### src/rtl/tmr_pkg.sv
package tmr_pkg;
   // phase codes reported by the core
   typedef enum logic [1:0] {PH_Q1 = 2'd0, PH_Q2 = 2'd1, PH_Q3 = 2'd2, PH_Q4 = 2'd3} phase_e;

   localparam int RATIO_W = 3;
   localparam int PRE_W   = 2 ** RATIO_W;
   localparam int OPT_W   = 3 + RATIO_W;

   typedef struct packed {
      logic               src_ext;
      logic               fall_edge;
      logic               pre_off;
      logic [RATIO_W-1:0] ratio;
   } opt_t;
endpackage

### src/rtl/tmr_presc.sv
module tmr_presc #(
   parameter int PW    = 8,
   parameter int SEL_W = 3
) (
   input  logic             clk,
   input  logic             rst_n,
   input  logic             clr,
   input  logic             adv,
   input  logic [SEL_W-1:0] sel,
   output logic             tap,
   output logic             full
);
   if (PW != 2 ** SEL_W) begin : g_bad_width
      $error("tmr_presc: PW must equal 2**SEL_W");
   end

   logic [PW-1:0] pcnt;
   logic [PW-1:0] mask;

   always_comb begin
      mask = (PW'(2) << sel) - PW'(1);
      tap  = pcnt[sel];
      full = (pcnt & mask) == mask;
   end

   always_ff @(posedge clk or negedge rst_n) begin
      if (!rst_n)   pcnt <= '0;
      else if (clr) pcnt <= '0;
      else if (adv) pcnt <= pcnt + PW'(1);
   end
endmodule

### src/rtl/tmr_edge_sync.sv
module tmr_edge_sync #(
   parameter logic [1:0] SAMP_A = 2'd1,
   parameter logic [1:0] SAMP_B = 2'd3
) (
   input  logic       clk,
   input  logic       rst_n,
   input  logic [1:0] phase,
   input  logic       pin_in,
   input  logic       cmp_in,
   input  logic       cmp_sel,
   input  logic       fall_edge,
   input  logic       path,
   output logic       src,
   output logic       rise,
   output logic       tick
);
   if (SAMP_A == SAMP_B) begin : g_bad_phase
      $error("tmr_edge_sync: sampling phases must differ");
   end

   logic raw_d;
   logic samp;
   logic samp_now;

   always_comb begin
      src      = (cmp_sel ? cmp_in : pin_in) ^ fall_edge;
      rise     = src & ~raw_d;
      samp_now = (phase == SAMP_A) || (phase == SAMP_B);
   end

   always_ff @(posedge clk or negedge rst_n) begin
      if (!rst_n) begin
         raw_d <= 1'b0;
         samp  <= 1'b0;
         tick  <= 1'b0;
      end else begin
         raw_d <= src;
         if (samp_now) begin
            tick <= path & ~samp;
            samp <= path;
         end else begin
            tick <= 1'b0;
         end
      end
   end
endmodule

### src/rtl/tmr_hold.sv
module tmr_hold #(
   parameter int         HOLD_CYC = 2,
   parameter logic [1:0] DEC_PH   = 2'd3
) (
   input  logic       clk,
   input  logic       rst_n,
   input  logic [1:0] phase,
   input  logic       load,
   output logic       busy
);
   localparam int HW = $clog2(HOLD_CYC + 1);

   if (HOLD_CYC < 1) begin : g_bad_hold
      $error("tmr_hold: HOLD_CYC must be at least 1");
   end

   logic [HW-1:0] inh;

   assign busy = inh != '0;

   always_ff @(posedge clk or negedge rst_n) begin
      if (!rst_n)                        inh <= '0;
      else if (load)                     inh <= HW'(HOLD_CYC);
      else if (busy && phase == DEC_PH)  inh <= inh - HW'(1);
   end
endmodule

### src/rtl/cyc_timer.sv
module cyc_timer
   import tmr_pkg::*;
#(
   parameter int         CNT_W    = 8,
   parameter int         HOLD_CYC = 2,
   parameter bit         PRESC_EN = 1'b1,
   parameter logic [1:0] COUNT_PH = 2'd3,
   parameter logic [1:0] SAMP_A   = 2'd1,
   parameter logic [1:0] SAMP_B   = 2'd3
) (
   input  logic             clk,
   input  logic             rst_n,
   input  logic [1:0]       phase,
   input  logic             cnt_we,
   input  logic [CNT_W-1:0] cnt_wd,
   output logic [CNT_W-1:0] cnt_q,
   input  logic             opt_we,
   input  logic [OPT_W-1:0] opt_wd,
   input  logic             pin_in,
   input  logic             cmp_in,
   input  logic             cmp_sel,
   output logic             pin_force_in,
   output logic             ovf_o
);
   if (CNT_W < 2) begin : g_bad_cnt
      $error("cyc_timer: CNT_W must be at least 2");
   end

   opt_t             opt_q;
   logic [CNT_W-1:0] cnt;
   logic             opt_ext;
   logic             hold_busy;
   logic             eff_pre_off;
   logic             q4;
   logic             src, rise, tick, path;
   logic             tap, full;
   logic             presc_adv, presc_clr;
   logic             inc;

   always_ff @(posedge clk or negedge rst_n) begin
      if (!rst_n)      opt_q <= '1;
      else if (opt_we) opt_q <= opt_t'(opt_wd);
   end

   assign opt_ext      = opt_q.src_ext;
   assign pin_force_in = opt_q.src_ext;
   assign q4           = phase == COUNT_PH;
   assign eff_pre_off  = opt_q.pre_off | ~PRESC_EN;
   assign presc_clr    = cnt_we | opt_we;
   assign presc_adv    = ~eff_pre_off & (opt_ext ? rise : (q4 & ~hold_busy));
   assign path         = eff_pre_off ? src : tap;
   assign inc          = ~hold_busy & (opt_ext ? tick : (q4 & (eff_pre_off | full)));

   tmr_hold #(.HOLD_CYC(HOLD_CYC), .DEC_PH(COUNT_PH)) hold_i (
      .clk(clk), .rst_n(rst_n), .phase(phase), .load(cnt_we), .busy(hold_busy)
   );

   tmr_edge_sync #(.SAMP_A(SAMP_A), .SAMP_B(SAMP_B)) sync_i (
      .clk(clk), .rst_n(rst_n), .phase(phase), .pin_in(pin_in), .cmp_in(cmp_in),
      .cmp_sel(cmp_sel), .fall_edge(opt_q.fall_edge), .path(path),
      .src(src), .rise(rise), .tick(tick)
   );

   if (PRESC_EN) begin : g_presc
      tmr_presc #(.PW(PRE_W), .SEL_W(RATIO_W)) presc_i (
         .clk(clk), .rst_n(rst_n), .clr(presc_clr), .adv(presc_adv),
         .sel(opt_q.ratio), .tap(tap), .full(full)
      );
   end else begin : g_no_presc
      assign tap  = 1'b0;
      assign full = 1'b1;
   end

   // counter keeps its value across reset
   always_ff @(posedge clk) begin
      if (cnt_we)   cnt <= cnt_wd;
      else if (inc) cnt <= cnt + CNT_W'(1);
   end

   always_ff @(posedge clk or negedge rst_n) begin
      if (!rst_n) ovf_o <= 1'b0;
      else        ovf_o <= ~cnt_we & inc & (cnt == '1);
   end

   assign cnt_q = cnt;
endmodule

### config.mk
export PLATFORM = sky130hd
export DESIGN_NAME = cyc_timer
export DESIGN_NICKNAME = d
export VERILOG_FILES = /design/src/rtl/tmr_pkg.sv /design/src/rtl/tmr_presc.sv /design/src/rtl/tmr_edge_sync.sv /design/src/rtl/tmr_hold.sv /design/src/rtl/cyc_timer.sv
export SDC_FILE = /design/constraint.sdc
export NUM_CORES = 1
export LEC_CHECK = 0
export BUFFER_PORTS_ARGS = -buffer_cell sky130_fd_sc_hd__buf_4
export CAP_MARGIN = 40
export CELL_PAD_IN_SITES_DETAIL_PLACEMENT = 1
export CELL_PAD_IN_SITES_GLOBAL_PLACEMENT = 1
export CORE_MARGIN = 2
export CORE_UTILIZATION = 45
export DETAILED_ROUTE_END_ITERATION = 10
export PLACE_DENSITY_LB_ADDON = 0.1
export SLEW_MARGIN = 20
export SYNTH_ARGS = -nofsm -noshare
export SYNTH_HDL_FRONTEND = slang
export SYNTH_SLANG_ARGS = --single-unit
### constraint.sdc
create_clock -name clk -period 6.8 [get_ports clk]
set_clock_uncertainty 0.15 [all_clocks]
set_input_delay 0.68 -clock clk [delete_from_list [all_inputs] [get_ports clk]]
set_output_delay 0.68 -clock clk [all_outputs]
set_load 0.03 [all_outputs]
==> qor.csv, run 1 <==
metric,value,unit
outcome,"finished, final reports clean",
dr.pass1.iters,4,
first_global_vias,1438,
tightestPinTransition,0.436,ns
fin_crit_sh,38.8,%
die_area,4120,um2
grt_max_degree,21,
dp_hpwl,2920,um
ys.flop_type,dfrtp_1,
antenna_found_initial,0,
syn_inst,152,
synth_edf_count,8,
cts_tree,yes,
synth.top_cells.by_area,"dfrtp_1 (21%), edfxtp_1 (15%), dfstp_2 (9.7%)",
wl_per_cell,16.8,um
rsz0062_at_grt,no,
place_congestion,0.860,
finalSetupViolCount,0,
final.min_clock_period,2.64,ns
p_int,0.249,mW
r2r_slack,4.16,ns
slew_violations,0,
grt.total_usage,20.7,%
die_h,64.2,um
start_util,47.7,%
pre_cts_ws,4.17,ns
nets,209,
fill_cells,401,
clock-sinks,28,
antenna_cells,0,
finalHoldViolCount,0,
grtUsageMet1,25.6,%
core-area,3420,um2
r2r_cells,7,
setup.worst_path.start_class,register,
multiInputGateArea,835,um2
route.detailed.drc,0,
max_freq,379,MHz
gr-usage-met2,35.9,%
overflow,0,
postCtsHoldBufs,0,
synth_cell_types,47,
setup_ws,4.16,ns
clk_pin_slew,0.16,ns
fin_util,56.4,%
fp-row-count,21,
yosysTopAreaCell,dfrtp_1,
drive_above_1_share,32.6,%
async_reset_ff_share,71.4,%
clock_latency,0.34,ns
power.switching,0.106,mW
critPathLaunch,opt_q[2]$_DFFE_PN1P_,
synthToLayoutAreaGrowth,18.1,%
wirelength,3820,um
drv_cap,0,
drtIter0Drc,113,
power_frac_clock,21.1,%
syn_area,1630,um2
r2r_start,opt_q[2]$_DFFE_PN1P_,
p_leak,0.797,nW
seqCellArea,748,um2
worstPathRequired,6.65,ns
ys_seq_area_share,45.9,%
ioPinCount,33,
ant_nets,0,
cp_max_fo,10,
use_met3,2.29,%
numCtsBuffers,3,
final_cell_count_no_fill,227,
clockRootBuffer,clkbuf_4,
setup_tns,0,ns
cts.repair.resized,0,
hold_class,input pin to asynchronous set/reset pin,
power_frac_seq,58.1,%
htree_levels,1,
combPwrFrac,20.8,%
vdd_drop_max,91.8,uV
syn_area_per_cell,10.7,um2
die_w,64.2,um
synth_nets,179,
slew_headroom,70.9,%
netSwitchingFraction,29.9,%
worstPathArrival,2.49,ns
vias,1299,
ys_seq_elements,28,
clockBufferDepth,2,
ys_warn_count,0,
grt_pass1_wl,6550,um
avgViaCountPerCell,5.72,
io_buffer_count,32,
powerDensity,185,nW/um2
cts_setup_buffers,0,
dp.cells,223,
crit_type,register to register,
crit_path_end_kind,register,
grt-busiest-layer,met2,
reg2reg_to,cnt_q[6]$_DFFE_PP_,
synth_top_area_share,21.5,%
==> how the worst max path moves through the flow <==
stage | endpoint | cells past startpoint | slack (ns)
2_1_floorplan | cnt_q[0]$_DFFE_PP_ | 8 | 4.37
3_3_place_gp | cnt_q[1]$_DFFE_PP_ | 7 | 4.34
3_5_place_dp | cnt_q[3]$_DFFE_PP_ | 7 | 4.17
4_1_cts | cnt_q[3]$_DFFE_PP_ | 7 | 4.15
5_1_grt | cnt_q[6]$_DFFE_PP_ | 7 | 4.00
6_report | cnt_q[6]$_DFFE_PP_ | 7 | 4.16
==> routing by layer <==
metal	wire (um)	up-vias
li1	-	614
met1	1630	651
met2	2020	28
met3	107	6
met4	69	0
met5	0	-
==> metrics by stage <==
step                      instance area, um2  power [mW]  hold WS [ns]
after global routing                    1930       0.376        0.0169
after global placement                  1900       0.279         0.318
after detailed placement                1900       0.284         0.344
final                                   1930       0.355        0.0380
after floorplan                         1630       0.253         0.234
after CTS                               1930       0.360        0.0354
==> flip-flops by register name (all words and copies together) (netlist names) <==
| register | flops |
|---|---|
| sync_i.tick | 1 |
| pin_force_in | 1 |
| eff_pre_off | 1 |
| sync_i.samp | 1 |
| cnt_q | 8 |
| sync_i.raw_d | 1 |
| hold_i.inh | 2 |
| g_presc.presc_i.pcnt | 8 |
| opt_q | 4 |
| ovf_o | 1 |
==> synth_stat cells (2+ instances only) <==
library cell and instances:
nand2_1 15, dfrtp_1 14, o21ai_0 12, nor2_1 10, xor2_1 9, edfxtp_1 8
mux2_2 7, a21oi_1 6, dfstp_2 6, inv_1 5, nand3_1 5, clkbuf_1 4
ha_1 4, xnor2_1 4, nand3b_1 3, o2111ai_1 3, and3_1 2, buf_2 2
mux2i_1 2, mux4_2 2, nor2b_1 2, o211ai_1 2
==> cells by family after synthesis <==
group / after synthesis / synth area share (%)
xor+xnor: 13 / 6.98
mux: 13 / 10.6
simple gates: 51 / 18.4
buf+inv: 12 / 2.92
compound gates: 31 / 12.1
flops: 28 / 45.9
fa+ha+maj: 4 / 3.07
==> final cells by class <==
cell class | instances | share of cell area [%]
Inverter | 5 | 0.975
Timing Repair Buffer | 32 | 12.5
Multi-Input combinational cell | 112 | 43.3
Clock buffer | 4 | 1.36
Sequential cell | 28 | 38.9
Tap cell | 46 | 2.99
==> placed cells by master (no fill, tap or decap), types with 2 or more instances in the layout <==
cell type  instances
nand3_1            5
dfrtp_1           14
dfstp_2            6
xnor2_1            4
nor2_1            10
inv_1              5
and3_1             2
a21oi_1            6
xor2_1             9
ha_1               4
nand3b_1           3
o2111ai_1          3
buf_4             32
mux2i_1            2
mux2_2             7
nor2b_1            2
mux4_2             2
o21ai_0           12
o211ai_1           2
nand2_1           15
clkbuf_4           3
edfxtp_1           8
==> worst max-delay path, cell delays in order, from the launching register on <==
cell and delay [ns]:
dfstp_2 0.46, or3_1 0.42, ha_1 0.26, nor4b_1 0.25
a21oi_1 0.08, a21o_1 0.18, o2111ai_1 0.13, nand3b_1 0.37
==> power groups by stage <==
stage                     combinational, mW  sequential [mW]  clock, mW
after CTS                            0.0750            0.206     0.0789
after global placement               0.0711            0.208          0
after global routing                 0.0811            0.209     0.0857
after floorplan                      0.0418            0.211          0
after detailed placement             0.0748            0.210          0
final                                0.0740            0.206     0.0750
Note: power is estimated with default switching activity, not from simulation.
==> run 2, diff against run 1 <==
CORE_UTILIZATION = 38   (was 45)
clock period = 2.3 ns   (was 6.8 ns; I/O delays follow)
==> run 2 against run 1 <==
Net effect:
- critical endpoint is now cnt_q[4]$_DFFE_PP_
- largest power group unchanged
- wire length up 8.0%
- clock-buffer cell count did not move
- highest routed layer unchanged
- power grew to 3.2 times the previous value
==> qor.csv, run 2 (synthesis results as in run 1) <==
metric,value,unit,change
outcome,"finished, final reports clean",,
slew_headroom,76.0,%,+5.2 points
drive_above_1_share,38.0,%,+5.4 points
numCtsBuffers,3,,unchanged
use_met3,3.05,%,+0.76 points
hold_class,input pin to register,,
final_common_cell,buf_4,,
final_cell_count_no_fill,237,,+4.4%
grtUsageMet1,23.5,%,-2.0 points
clockBufferDepth,2,,unchanged
core-area,4060,um2,+19%
crit_type,register to register,,
finalHoldViolCount,0,,unchanged
finalSetupViolCount,0,,unchanged
setup.worst_path.start_class,register,,
clockRootBuffer,clkbuf_8,,
powerDensity,558,nW/um2,+200%
grt_max_degree,21,,unchanged
nets,215,,+2.9%
ioPinCount,33,,unchanged
overflow,0,,unchanged
grt-busiest-layer,met2,,
crit_path_end_kind,register,,
fin_util,50.3,%,-6.1 points
drtIter0Drc,100,,-12%
dp.cells,230,,+3.1%
stdcell_area,2040,um2,+6.0%
max_freq,442,MHz,+17%
clock_latency,0.28,ns,-0.06 ns
grt_pass1_wl,6850,um,+4.6%
cts_tree,yes,,
p_leak,0.839,nW,+5.2%
dp_hpwl,3170,um,+8.7%
gr-usage-met2,30.0,%,-5.9 points
die_h,69.5,um,+8.3%
fin_crit_sh,98.4,%,+60 points
antenna_cells,0,,unchanged
placed_cell_area,1940,um2,+2.2%
cp_max_fo,8,,-2
die_area,4830,um2,+17%
synthToLayoutAreaGrowth,25.2,%,
fp-row-count,23,,+9.5%
place_congestion,0.788,,-8.3%
antenna_found_initial,0,,unchanged
dr.pass1.iters,4,,unchanged
route.detailed.drc,0,,unchanged
grt.total_usage,17.8,%,-2.9 points
clock-sinks,28,,unchanged
start_util,40.2,%,-7.6 points
wl_per_cell,17.4,um,+3.4%
avgViaCountPerCell,5.55,,-3.0%
vdd_drop_max,252,uV,+180%
slew_violations,0,,unchanged
wirelength,4130,um,+8.0%
mostFrequentLayoutCells,"buf_4 (36), nand2_1 (14), dfrtp_1 (14)",,
rsz0062_at_grt,yes,,
hold-worst-slack,0.0258,ns,-0.0122 ns
final.min_clock_period,2.26,ns,-0.378 ns
first_global_vias,1402,,-2.5%
clk_pin_slew,0.10,ns,-0.06 ns
htree_levels,1,,unchanged
vias,1315,,+1.2%
worstPathArrival,2.12,ns,-0.37 ns
tightestPinTransition,0.360,ns,-0.0762 ns
die_w,69.5,um,+8.3%
ant_nets,0,,unchanged
drv_cap,0,,unchanged
worstPathRequired,2.15,ns,-4.50 ns
io_buffer_count,32,,unchanged
## run 2: per-layer routing
layer | vias to the layer above | share of wire (%)
met5 | - | 0
met4 | 0 | 1.5
met3 | 6 | 2.5
met2 | 23 | 50
met1 | 662 | 46
li1 | 624 | -
## run 2: final timing paths
| check | end | cells past startpoint | start | slack, ns |
|---|---|---|---|---|
| worst max-delay path | cnt_q[4]$_DFFE_PP_ | 7 | opt_q[0]$_DFFE_PN1P_ | 0.04 |
| worst min-delay path | pin_force_in$_DFFE_PN1P_ | 2 | opt_wd[5] | 0.03 |
| worst max register to register | cnt_q[4]$_DFFE_PP_ | 7 | opt_q[0]$_DFFE_PN1P_ | 0.04 |
| worst min register to register | hold_i.inh[1]$_DFFE_PN0P_ | 1 | hold_i.inh[1]$_DFFE_PN0P_ | 0.36 |
| max in group asynchronous | eff_pre_off$_DFFE_PN1P_ | 2 | rst_n | 1.50 |
| min in group asynchronous | hold_i.inh[1]$_DFFE_PN0P_ | 2 | rst_n | 0.22 |
## run 2: what timing repair did
item,4_1_cts,5_1_grt
hold buffers,1,0
endpoints found under the hold margin,20,0
setup endpoints to repair,9,9
resized for setup,2,4
setup buffers,1,1
pin swaps,0,3
## run 2: metrics by stage
step / total power, mW / TNS, ns / setup WS, ns
detailed placement: 0.855 / -0.0394 / -0.0394
finish: 1.14 / 0 / 0.0358
CTS: 1.14 / 0 / 0.00135
global route: 1.20 / -0.399 / -0.0498
floorplan: 0.755 / -0.110 / -0.0137
global placement: 0.839 / 0 / 0.128
## run 2: final cells by class
| type | instances | area (um2) |
|---|---|---|
| Multi-Input combinational cell | 112 | 875 |
| Fill cell | 463 | 2020 |
| Sequential cell | 28 | 748 |
| Timing Repair Buffer | 38 | 292 |
| Tap cell | 50 | 62.6 |
| Clock buffer | 4 | 45.0 |
| Inverter | 5 | 18.8 |
## run 2: power by group
part	switching (mW)	leakage (nW)	total, mW	internal [mW]
sequential	0.0387	0.329	0.598	0.560
clock	0.158	0.0228	0.282	0.124
combinational	0.132	0.487	0.258	0.126
## run 2: worst max-delay path, stage by stage (launching register included)
cell and delay [ns]:
dfstp_2 0.39, or3_4 0.40, ha_4 0.27, o211ai_1 0.12, a31oi_1 0.21, o2111ai_2 0.17
nand3b_1 0.13, buf_6 0.15
